$ cat src/rtl/ccs_pkg.sv
package ccs_pkg;
  localparam int FRAME_W = 16;

  typedef enum logic [1:0] {
    MODE_DIRECT  = 2'd0,
    MODE_TRIGGER = 2'd1,
    MODE_ADDR    = 2'd2,
    MODE_RSVD    = 2'd3
  } mode_e;

  typedef enum logic [2:0] {
    CS_KEEP,
    CS_DROP,
    CS_RAISE,
    CS_LOAD_SEL,
    CS_LOAD_IDLE
  } cs_act_e;

  function automatic logic [FRAME_W-1:0] build_frame(input logic [1:0] caddr,
                                                     input logic [4:0] reg_addr,
                                                     input logic [7:0] wdata);
    return {caddr, 1'b1, reg_addr, wdata};
  endfunction
endpackage

$ cat src/rtl/ccs_interval_timer.sv
module ccs_interval_timer #(
  parameter int W = 8
) (
  input  logic         clk_i,
  input  logic         rst_ni,
  input  logic         load_i,
  input  logic [W-1:0] val_i,
  output logic         expired_o
);
  logic [W-1:0] cnt_q;

  always_ff @(posedge clk_i or negedge rst_ni) begin
    if (!rst_ni)              cnt_q <= '0;
    else if (load_i)          cnt_q <= val_i;
    else if (cnt_q != '0)     cnt_q <= cnt_q - 1'b1;
  end

  assign expired_o = (cnt_q == '0);
endmodule

$ cat src/rtl/ccs_select_drv.sv
module ccs_select_drv
  import ccs_pkg::*;
#(
  parameter int CS_W = 4
) (
  input  logic            clk_i,
  input  logic            rst_ni,
  input  cs_act_e         act_i,
  input  logic [CS_W-1:0] hit_i,
  input  logic [CS_W-1:0] sel_i,
  input  logic [CS_W-1:0] idle_i,
  output logic [CS_W-1:0] cs_o
);
  logic [CS_W-1:0] cs_q, cs_d;

  always_comb begin
    unique case (act_i)
      CS_DROP:      cs_d = cs_q & ~hit_i;
      CS_RAISE:     cs_d = cs_q | hit_i;
      CS_LOAD_SEL:  cs_d = sel_i;
      CS_LOAD_IDLE: cs_d = idle_i;
      default:      cs_d = cs_q;
    endcase
  end

  always_ff @(posedge clk_i or negedge rst_ni) begin
    if (!rst_ni) cs_q <= '1;
    else         cs_q <= cs_d;
  end

  assign cs_o = cs_q;
endmodule

$ cat src/rtl/codec_ctl_ser.sv
module codec_ctl_ser
  import ccs_pkg::*;
#(
  parameter int CS_W      = 4,
  parameter int NUM_CHIPS = 4,
  parameter int CHIP_W    = 3,
  parameter int FLAG_W    = 4,
  parameter int DIV_W     = 8
) (
  input  logic              clk_i,
  input  logic              rst_ni,
  input  logic              start_i,
  input  logic [CHIP_W-1:0] chip_i,
  input  logic [1:0]        mode_i,
  input  logic [1:0]        caddr_i,
  input  logic [4:0]        reg_addr_i,
  input  logic [7:0]        wdata_i,
  input  logic [DIV_W-1:0]  div_i,
  input  logic [CS_W-1:0]   sel_code_i,
  input  logic [CS_W-1:0]   idle_code_i,
  input  logic [FLAG_W-1:0] flag_base_i,
  input  logic [FLAG_W-1:0] flag_set_i,
  input  logic [FLAG_W-1:0] flag_clr_i,
  output logic              sclk_o,
  output logic              sdata_o,
  output logic [CS_W-1:0]   cs_o,
  output logic [FLAG_W-1:0] flags_o,
  output logic              busy_o,
  output logic              done_o
);
  localparam int IDX_W = $clog2(FRAME_W);
  localparam logic [IDX_W-1:0] TOP_IDX = IDX_W'(FRAME_W - 1);

  typedef enum logic [2:0] {S_IDLE, S_PRE, S_BIT, S_TRIG, S_HOLD} st_e;

  st_e               st_q, st_d;
  logic [1:0]        ph_q, ph_d;
  logic [IDX_W-1:0]  idx_q, idx_d;
  logic              sclk_q, sclk_d, sdata_q, sdata_d, done_q, done_d;
  logic [FRAME_W-1:0] frame_q;
  mode_e             mode_q;
  logic [CHIP_W-1:0] chip_q;
  logic [DIV_W-1:0]  div_q;
  logic [CS_W-1:0]   sel_q, idle_q;

  logic              accept, expired, load;
  cs_act_e           cs_act;
  mode_e             mode_in;
  logic [CHIP_W-1:0] chip_cur;
  logic [CS_W-1:0]   hit;

  assign mode_in = mode_e'(mode_i);
  assign accept  = (st_q == S_IDLE) && start_i &&
                   ({1'b0, chip_i} < (CHIP_W+1)'(NUM_CHIPS));
  assign chip_cur = accept ? chip_i : chip_q;

  // one-hot decode of the target chip onto the select lines
  for (genvar g = 0; g < CS_W; g++) begin : g_hit
    assign hit[g] = (chip_cur == CHIP_W'(g));
  end

  always_comb begin
    st_d    = st_q;
    ph_d    = ph_q;
    idx_d   = idx_q;
    sclk_d  = sclk_q;
    sdata_d = sdata_q;
    cs_act  = CS_KEEP;
    load    = 1'b0;
    done_d  = 1'b0;
    unique case (st_q)
      S_IDLE: if (accept) begin
        load = 1'b1;
        if (mode_in == MODE_TRIGGER) begin
          cs_act = CS_RAISE;
          sclk_d = 1'b0;
          ph_d   = 2'd0;
          idx_d  = TOP_IDX;
          st_d   = S_BIT;
        end else begin
          cs_act = (mode_in == MODE_ADDR) ? CS_LOAD_SEL : CS_DROP;
          st_d   = S_PRE;
        end
      end
      S_PRE: if (expired) begin
        load   = 1'b1;
        sclk_d = 1'b0;
        ph_d   = 2'd0;
        idx_d  = TOP_IDX;
        st_d   = S_BIT;
      end
      S_BIT: if (expired) begin
        load = 1'b1;
        unique case (ph_q)
          2'd0: begin sdata_d = frame_q[idx_q]; ph_d = 2'd1; end
          2'd1: begin sclk_d = 1'b1; ph_d = 2'd2; end
          default: begin
            if (idx_q == '0) begin
              unique case (mode_q)
                MODE_TRIGGER: begin cs_act = CS_DROP; st_d = S_TRIG; end
                MODE_ADDR:    begin cs_act = CS_LOAD_IDLE; st_d = S_HOLD; end
                default:      begin cs_act = CS_RAISE; st_d = S_HOLD; end
              endcase
            end else begin
              idx_d  = idx_q - 1'b1;
              sclk_d = 1'b0;
              ph_d   = 2'd0;
            end
          end
        endcase
      end
      S_TRIG: if (expired) begin
        load   = 1'b1;
        cs_act = CS_RAISE;
        st_d   = S_HOLD;
      end
      S_HOLD: if (expired) begin
        done_d = 1'b1;
        st_d   = S_IDLE;
      end
      default: st_d = S_IDLE;
    endcase
  end

  always_ff @(posedge clk_i or negedge rst_ni) begin
    if (!rst_ni) begin
      st_q    <= S_IDLE;
      ph_q    <= '0;
      idx_q   <= '0;
      sclk_q  <= 1'b1;
      sdata_q <= 1'b0;
      done_q  <= 1'b0;
      frame_q <= '0;
      mode_q  <= MODE_DIRECT;
      chip_q  <= '0;
      div_q   <= '0;
      sel_q   <= '0;
      idle_q  <= '1;
    end else begin
      st_q    <= st_d;
      ph_q    <= ph_d;
      idx_q   <= idx_d;
      sclk_q  <= sclk_d;
      sdata_q <= sdata_d;
      done_q  <= done_d;
      if (accept) begin
        frame_q <= build_frame(caddr_i, reg_addr_i, wdata_i);
        mode_q  <= mode_in;
        chip_q  <= chip_i;
        div_q   <= div_i;
        sel_q   <= sel_code_i;
        idle_q  <= idle_code_i;
      end
    end
  end

  ccs_interval_timer #(.W(DIV_W)) i_timer (
    .clk_i     (clk_i),
    .rst_ni    (rst_ni),
    .load_i    (load),
    .val_i     (accept ? div_i : div_q),
    .expired_o (expired)
  );

  ccs_select_drv #(.CS_W(CS_W)) i_sel (
    .clk_i  (clk_i),
    .rst_ni (rst_ni),
    .act_i  (cs_act),
    .hit_i  (hit),
    .sel_i  (accept ? sel_code_i : sel_q),
    .idle_i (idle_q),
    .cs_o   (cs_o)
  );

  assign busy_o  = (st_q != S_IDLE);
  assign sclk_o  = sclk_q;
  assign sdata_o = sdata_q;
  assign done_o  = done_q;
  assign flags_o = busy_o ? ((flag_base_i | flag_set_i) & ~flag_clr_i) : flag_base_i;
endmodule

$ cat config.mk
export PLATFORM = sky130hd
export DESIGN_NAME = codec_ctl_ser
export DESIGN_NICKNAME = d
export VERILOG_FILES = /design/src/rtl/ccs_pkg.sv /design/src/rtl/ccs_interval_timer.sv /design/src/rtl/ccs_select_drv.sv /design/src/rtl/codec_ctl_ser.sv
export SDC_FILE = /design/constraint.sdc
export NUM_CORES = 1
export LEC_CHECK = 0
export BUFFER_PORTS_ARGS = -buffer_cell sky130_fd_sc_hd__buf_2
export CAP_MARGIN = 20
export CORE_MARGIN = 2
export CORE_UTILIZATION = 45
export CTS_CLUSTER_SIZE = 10
export DETAILED_ROUTE_END_ITERATION = 6
export PLACE_DENSITY = 0.71
export SKIP_LAST_GASP = 1
export SYNTH_ARGS = -nofsm -noshare
export SYNTH_HDL_FRONTEND = slang
export SYNTH_SLANG_ARGS = --single-unit
$ cat constraint.sdc
create_clock -name clk_i -period 2.23 [get_ports clk_i]
set_input_delay 0.3345 -clock clk_i [delete_from_list [all_inputs] [get_ports clk_i]]
set_output_delay 0.3345 -clock clk_i [all_outputs]
set_load 0.05 [all_outputs]
* Yosys cells after proc, flatten, opt, wreduce, memory -nomap -nowiden
Cells that the tools add are included.
** Word-level totals
- Flip-flop bits (word level) :: 61
- Output and inout port bits :: 12
- Input bits :: 51
- Word-level logic and storage cells :: 124
** Cells by class
- Reductions and logical operators :: 19
- Muxes and demuxes :: 53
- Magnitude comparators :: 2
- Bitwise operators :: 6
- Eq/ne operators :: 28
- $add $sub $neg :: 2
** Operators with widths (count)
- $mux 3 :: 12
- $mux 4 :: 8
- $mux 8 :: 3
- $reduce_and 7->1 :: 3
- $mux 2 :: 10
- $eq 3x2->1 const B :: 6
- $ne 2x2->1 const B :: 9
- $pmux 4 s4 :: 1
- $pmux 3 s5 :: 1
- $pmux 4 s3 :: 1
- $eq 3x1->1 const B :: 3
- $mux 1 :: 9
- $pmux 3 s3 :: 1
- $and 4x4->4 :: 2
- $logic_not 8->1 :: 1
- $not 4->4 :: 2
- $or 4x4->4 :: 2
- $reduce_bool 8->1 :: 1
- $sub 8x1->8 const B :: 1
- $eq 2x1->1 const B :: 3
- $eq 3x3->1 const B :: 2
- $logic_not 3->1 :: 2
- $pmux 2 s3 :: 1
- $pmux 3 s2 :: 1
- 21 further kinds :: 25

* Logic depth before layout (Yosys ltp)
Gate-level depths: netlist of run 1.
- Depth after elaboration :: 8
- Gate-level depth with buffers :: 9
- Depth with buffers taken out :: 8

* By module
A second synthesis of run 1 with hierarchy kept.
** Unflattened totals
- Cell total of the unflattened synthesis :: 314
- Area total of the unflattened synthesis :: 3308.2 um2
** By module, submodules not included
- codec_ctl_ser :: times used 1, sequential area each 1232.4 um2, cells each 214, area an instance 2481.1 um2
- ccs_interval_timer :: times used 1, sequential area each 200.2 um2, cells each 54, area an instance 476.7 um2
- ccs_select_drv :: times used 1, sequential area each 105.1 um2, cells each 46, area an instance 350.3 um2

* Worst setup path before layout of run 1
Ideal clock, no wire load.
- Path type :: reg-to-output
- Start point :: reg st_q[2]
- End point :: out flags_o[0]
- Data required time :: 1896 ps
- Path buffers :: 2
- Path slack :: -302 ps
- Arrival :: 2197 ps
- Cell stages (with the launch flop) :: 6
- Path through :: dfrtp_1 clkbuf_1 or3_1 clkbuf_1 a21oi_1 a21oi_1
** On the way
- Longest elaborated chain between the ends :: 2
** RTL lines
- from (decl) :: line codec_ctl_ser.sv:36 : st_e st_q, st_d;
- from (signal assigned) :: line codec_ctl_ser.sv:140 : st_q <= st_d;
- $reduce_bool 3->1 :: line codec_ctl_ser.sv:175 : assign busy_o = (st_q != S_IDLE);
- net busy_o :: line codec_ctl_ser.sv:28 : output logic busy_o,
- $mux 4 :: line codec_ctl_ser.sv:179 : assign flags_o = busy_o ? ((flag_base_i | flag_set_i) & ~flag_clr_i) : flag_base_i;
- to (decl) :: line codec_ctl_ser.sv:27 : output logic [FLAG_W-1:0] flags_o,
The timed path passes the listed nets, and every way through them passes these cells.

* Final worst setup path of run 1
- Start point :: reg st_q[1]
- End point :: out flags_o[0]
** On the way
- Longest elaborated chain between the ends :: 2
** RTL lines (line)
- $reduce_bool 3->1 :: codec_ctl_ser.sv:175
- $mux 4 :: codec_ctl_ser.sv:179
Every way passes these cells.

==> reports/results.ini, run 1 <==
[clock_tree]
clock_latency_ns = 0.34
path_clk_slew_ns = 0.07
cts.sinks = 61
cts_root_buf = clkbuf_8
h-tree-depth = 3
cts_tree = yes
cts_made_buffers = 9
clk_path_buf_depth = 2

[placement]
place_congestion = 0.854
port_buffers = 62
dp_hpwl_um = 5580
place_inst = 524

[power]
p_sw_share_pct = 38.2
netSwitchingPower_mw = 2.02
p_clk_share_pct = 20.2
total_power_mw = 5.30
p_comb_share_pct = 42.3
p_int_mw = 3.27
p_per_area_nw_per_um2 = 1270
seqPwrFrac_pct = 37.4
p_leak_nw = 2.01
vdd_drop_max_uv = 554

[critical_path]
end_kind = output pin
cp_slowest_stage_delay_ns = 0.44
cp_cell_sequence = buf_4 > or3_4 > a21oi_1 > a21oi_2 > buf_2
cp.arrival_ns = 1.83
path_max_fanout = 10
critPathSlowestCell = or3_4
start_kind = register
crit_type = reg -> out
crit_required_ns = 1.90

[drt]
via_count = 2860
drt-total-wl_um = 7520
drt_iter0_markers = 142
wire_per_inst_um = 13.7
drtPass1Iterations = 4
viasPerCell = 5.19
drcViolationCount = 0
postRouteAntennaNets = 0

[timing]
rsz0062_at_grt = true
finalHoldViolations = 0
fin_hold_ws_ns = 0.172
finalCritPeriodShare_pct = 96.9
worstMarginPinSlew_ns = 0.443
fin_skew_ns = 0.00307
slew_headroom_pct = 70.1
slew_violations = 0
setup-tns-final_ns = 0
max_freq_ghz = 0.463
finalSetupViolCount = 0
min_period_ns = 2.16

[final_layout]
layout.nets = 509
synthToLayoutAreaGrowth_pct = 28.3
mostFrequentLayoutCell = nand2_1
multi_input_area_um2 = 1680
ff_latch_area_um2 = 1540
diodes = 0
drive_above_1_share_pct = 34.7
final_cell_mix = nand2_1, buf_2, dfrtp_1
fillCellCount = 623
fin_cells = 551

[floorplan]
initial_utilization_pct = 47.0
die_x_um = 89.0
ios = 63
die_area_um2 = 7920
die_h_um = 89.0
num_rows = 30
core_area_um2 = 6910

[yosys]
avgSynthCellArea_um2 = 9.10
ys_seq_elements = 61
ys_warn_count = 0
synth.top_cell.area_share_pct = 40.0
syn_nets = 416
synth_cell_types = 59
ys_top_cells_by_area = dfrtp_1, nand2_1, dfstp_2, mux4_2, ha_1
synth_edf_count = 0
synth_ff_type = dfrtp_1
synthCells = 357
async_flop_share_pct = 100
yosys.area.top_type = dfrtp_1
netlist_area_um2 = 3250
seq_area_frac_synth_pct = 47.3

[global_route]
grt_pass1_wl_um = 12600
grt_overflow = 0
grt_usage_pct = 20.7
grt_max_degree = 24
grt_pass1_vias = 2834
antenna_found_initial = 0

[hold_path]
min_path_type = in -> reg

[run]
cap_violations = 0

[status]
status = completed

[worst max-delay path: cells and delay by family (launching register included)]
kind	cells	cell delay, ns
compound gates	2	0.26
buf+inv	2	0.38
flops	1	0.40
simple gates	1	0.44
[final timing paths]
kind / start / to / slack (ns) / depth (start not counted)
min in group asynchronous: rst_ni / done_o / 0.46 / 2
worst max register to register: idx_q[0] / i_sel.cs_o[1] / 0.09 / 8
worst min register to register: idle_q[1] / idle_q[1] / 0.46 / 2
worst min-delay path: idle_code_i[3] / idle_q[3] / 0.17 / 3
max in group asynchronous: rst_ni / idle_q[3] / 1.06 / 3
worst max-delay path: st_q[1] / flags_o[0] / 0.07 / 5
[flip-flops by register name, summed over array words and instances, names as in the netlist]
signal,flops
chip_q,3
i_sel.cs_o,4
idx_q,4
mode_q,2
idle_q,4
sel_q,4
sclk_o,1
done_o,1
frame_q,16
div_q,8
ph_q,2
st_q,3
i_timer.cnt_q,8
sdata_o,1
[per-stage QoR]
| step | util (%) | setup slack, ns | cell area, um2 |
|---|---|---|---|
| finish | 60.4 | 0.0695 | 4170 |
| global route | 60.4 | -0.0317 | 4170 |
| CTS | 58.8 | 0.0117 | 4060 |
| detailed placement | 55.2 | -0.00936 | 3810 |
| global placement | 55.2 | 0.0817 | 3810 |
| floorplan | - | 0.0442 | 3280 |
[cells by family (layout without fill, tap and decap cells)]
kind of cell | after synthesis | count (layout) | synth area share, %
and+or+nand+nor | 189 | 189 | 26.9
adders and majority gates | 8 | 8 | 3.08
AOI/OAI and AO/OA | 59 | 59 | 12.5
muxes | 11 | 11 | 5.58
xor gates and xnor gates | 3 | 3 | 0.809
buffers and inverters | 26 | 124 | 3.77
DFF | 61 | 61 | 47.3
[synthesized netlist by cell type (3+ instances only)]
library cell	count
nand2_1	115
dfrtp_1	52
nor2_1	22
a21oi_1	18
o21ai_0	11
inv_1	10
nor3_1	10
dfstp_2	9
clkbuf_1	8
ha_1	8
nand3_1	7
or3_1	6
buf_2	5
mux4_2	5
nand2b_1	4
a211oi_1	3
a31oi_1	3
and2_1	3
mux2_2	3
o211ai_1	3
o22a_1	3
[metal layers]
metal | GRT usage [%] | part of all wire [%] | up-vias
met5 | 0 | 0 | -
met4 | 9.77 | 2.1 | 0
met3 | 3.32 | 3.6 | 14
met2 | 34.5 | 49 | 61
met1 | 26.4 | 45 | 1368
li1 | - | - | 1417
[power groups by stage]
stage	combinational, mW	sequential (mW)	clock [mW]
final	2.24	1.98	1.07
after global routing	2.48	2.05	1.15
after CTS	2.14	1.98	1.09
after detailed placement	2.11	2.00	0
after global placement	2.06	1.98	0
after floorplan	1.41	2.08	0
[cell type report]
cell class,count,share of cell area (%)
Tap cell,96,2.88
Multi-Input combinational cell,270,40.2
Inverter,10,0.900
Timing Repair Buffer,98,14.0
Sequential cell,61,36.9
Clock inverter,6,2.07
Clock buffer,10,3.06
[timing repair]
| action | CTS | global route |
|---|---|---|
| pin swaps | 1 | 5 |
| setup endpoints to repair | 5 | 15 |
| hold endpoints to repair | 17 | 0 |
| hold buffers | 1 | 0 |
| gates resized for setup | 2 | 10 |
| setup buffers | 2 | 8 |
Note: power is estimated with default switching activity, not from simulation.
==> run 2: changes to the inputs <==
==> constraint.sdc (replaced) <==
create_clock -name clk_i -period 2.23 [get_ports clk_i]
set_input_delay 0.446 -clock clk_i [delete_from_list [all_inputs] [get_ports clk_i]]
set_output_delay 0.446 -clock clk_i [all_outputs]
set_load 0.05 [all_outputs]
==> reports/results.ini, run 2 (synthesis gave the netlist of run 1 again) <==
[status]
status = completed  ; unchanged

[global_route]
busiest_layer = met2  ; unchanged
grt_usage_pct = 21.2  ; was 20.7%
grt_max_degree = 62  ; was 24
grt_overflow = 0  ; unchanged
grt_use_met1_pct = 24.7  ; was 26.4%
antenna_found_initial = 0  ; unchanged
use_met3_pct = 5.54  ; was 3.32%
met2_usage_pct = 37.7  ; was 34.5%
grt_pass1_vias = 2797  ; was 2834
grt_pass1_wl_um = 12700  ; was 12600 um

[final_layout]
regMostFlops = frame_q  ; unchanged
drive_above_1_share_pct = 34.0  ; was 34.7%
top_regs = frame_q x16, div_q x8, i_timer.cnt_q x8  ; unchanged
mostFrequentLayoutCell = nand2_1  ; unchanged
largest_reg_flops = 16  ; unchanged
synthToLayoutAreaGrowth_pct = 27.8  ; was 28.3%
final_cell_mix = nand2_1, buf_2, dfrtp_1  ; unchanged
layout.nets = 504  ; was 509
fin_util_pct = 60.1  ; was 60.4%
diodes = 0  ; unchanged

[timing]
min_period_ns = 2.18  ; was 2.16 ns
slew_violations = 0  ; unchanged
finalHoldViolations = 0  ; unchanged
setup_ws_ns = 0.0513  ; was 0.0695 ns
rsz0062_at_grt = true  ; unchanged
max_freq_ghz = 0.459  ; was 0.463 GHz
finalCritPeriodShare_pct = 97.7  ; was 96.9%
setup-tns-final_ns = 0  ; unchanged
finalSetupViolCount = 0  ; unchanged
fin_hold_ws_ns = 0.0966  ; was 0.172 ns
worstMarginPinSlew_ns = 0.386  ; was 0.443 ns
slew_headroom_pct = 73.9  ; was 70.1%
fin_skew_ns = 0.00705  ; was 0.00307 ns

[drt]
viasPerCell = 5.14  ; was 5.19
via_count = 2805  ; was 2860
postRouteAntennaNets = 0  ; unchanged
drcViolationCount = 0  ; unchanged
drtPass1Iterations = 5  ; was 4
drt-total-wl_um = 7740  ; was 7520 um
drt_iter0_markers = 116  ; was 142
wire_per_inst_um = 14.2  ; was 13.7 um

[floorplan]
die_h_um = 89.0  ; unchanged
die_x_um = 89.0  ; unchanged
core_area_um2 = 6910  ; unchanged
num_rows = 30  ; unchanged
initial_utilization_pct = 47.0  ; unchanged
ios = 63  ; unchanged
die_area_um2 = 7920  ; unchanged

[placement]
place_ws_ns = -0.00234  ; was -0.00936 ns
dp_hpwl_um = 5630  ; was 5580 um
place_congestion = 0.860  ; was 0.854
port_buffers = 62  ; unchanged

[critical_path]
crit_required_ns = 1.78  ; was 1.90 ns
end_kind = output pin  ; unchanged
cpLargestDelayFamily = simple AND/OR/NAND/NOR gates  ; unchanged
path_buf_inv = 1  ; was 2
crit_type = reg -> out  ; unchanged
critPathSlowestCell = or3_4  ; unchanged
cp_cell_sequence = or3_4 > a21oi_1 > a21oi_2 > buf_2  ; was buf_4 > or3_4 > a21oi_1 > a21oi_2 > buf_2
start_kind = register  ; unchanged
cp_slowest_stage_delay_ns = 0.47  ; was 0.44 ns
path_max_fanout = 10  ; unchanged
cp.arrival_ns = 1.73  ; was 1.83 ns

[clock_tree]
path_clk_slew_ns = 0.07  ; about the same
cts_root_buf = clkbuf_8  ; unchanged
cts_made_buffers = 9  ; unchanged
cts.sinks = 61  ; unchanged
clock_latency_ns = 0.34  ; about the same
cts_tree = yes  ; unchanged
h-tree-depth = 3  ; unchanged
clk_path_buf_depth = 2  ; unchanged

[power]
p_per_area_nw_per_um2 = 1270  ; about the same
p_leak_nw = 1.98  ; was 2.01 nW
total_power_mw = 5.29  ; was 5.30 mW
vdd_drop_max_uv = 603  ; was 554 uV

[hold_path]
min_path_type = in -> async  ; was in -> reg

[run]
cap_violations = 0  ; unchanged

[run 2: timing repair]
action / in CTS / in global routing
setup endpoints to repair: 4 / 10
gates resized for setup: 1 / 13
buffers inserted: 0 / 0
pin swaps: 0 / 6
hold buffers: 0 / 0
[run 2: layout make-up]
class	instances	area, um2
Clock buffer	12	135
Fill cell	652	2750
Tap cell	96	120
Inverter	10	37.5
Clock inverter	4	72.6
Multi-Input combinational cell	270	1700
Timing Repair Buffer	93	556
Sequential cell	61	1540
[run 2: worst reg2reg max path, cell delays in order, from the launching register on]
cell	delay (ns)
dfrtp_1	0.41
inv_2	0.08
ha_1	0.16
nor3b_4	0.19
buf_4	0.15
nand3b_2	0.09
a221o_1	0.38
or3_4	0.41
o22a_1	0.18
[run 2: path summary, 6_finish.rpt]
| check | startpoint | to | slack (ns) | cells after the start |
|---|---|---|---|---|
| max | st_q[1] | flags_o[3] | 0.05 | 4 |
| min reg2reg | idle_q[2] | idle_q[2] | 0.46 | 2 |
| min in group clk_i | caddr_i[0] | frame_q[14] | 0.29 | 3 |
| max in group asynchronous | rst_ni | idle_q[0] | 1.82 | 2 |
| max reg2reg | i_timer.cnt_q[0] | idx_q[2] | 0.08 | 8 |
| min | rst_ni | i_timer.cnt_q[0] | 0.1 | 2 |
[run 2: layer usage]
| metal | part of all wire [%] | vias to the layer above |
|---|---|---|
| met5 | 0 | - |
| met4 | 1.4 | 0 |
| met3 | 3.6 | 9 |
| met2 | 51 | 50 |
| met1 | 44 | 1339 |
| li1 | - | 1407 |
[run 2: where the power goes]
| group | switching, mW | total [mW] | leakage [nW] | internal [mW] |
|---|---|---|---|---|
| Combinational | 1.26 | 2.23 | 1.15 | 0.977 |
| Sequential | 0.343 | 2.00 | 0.733 | 1.66 |
| Clock | 0.425 | 1.05 | 0.101 | 0.628 |
[run 2: stage by stage]
stage          instance area [um2]  std cells
5_1_grt                       4150        546
4_1_cts                       4080        546
2_1_floorplan                 3280        357
3_5_place_dp                  3870        530
3_3_place_gp                  3870        530
6_report                      4150        546
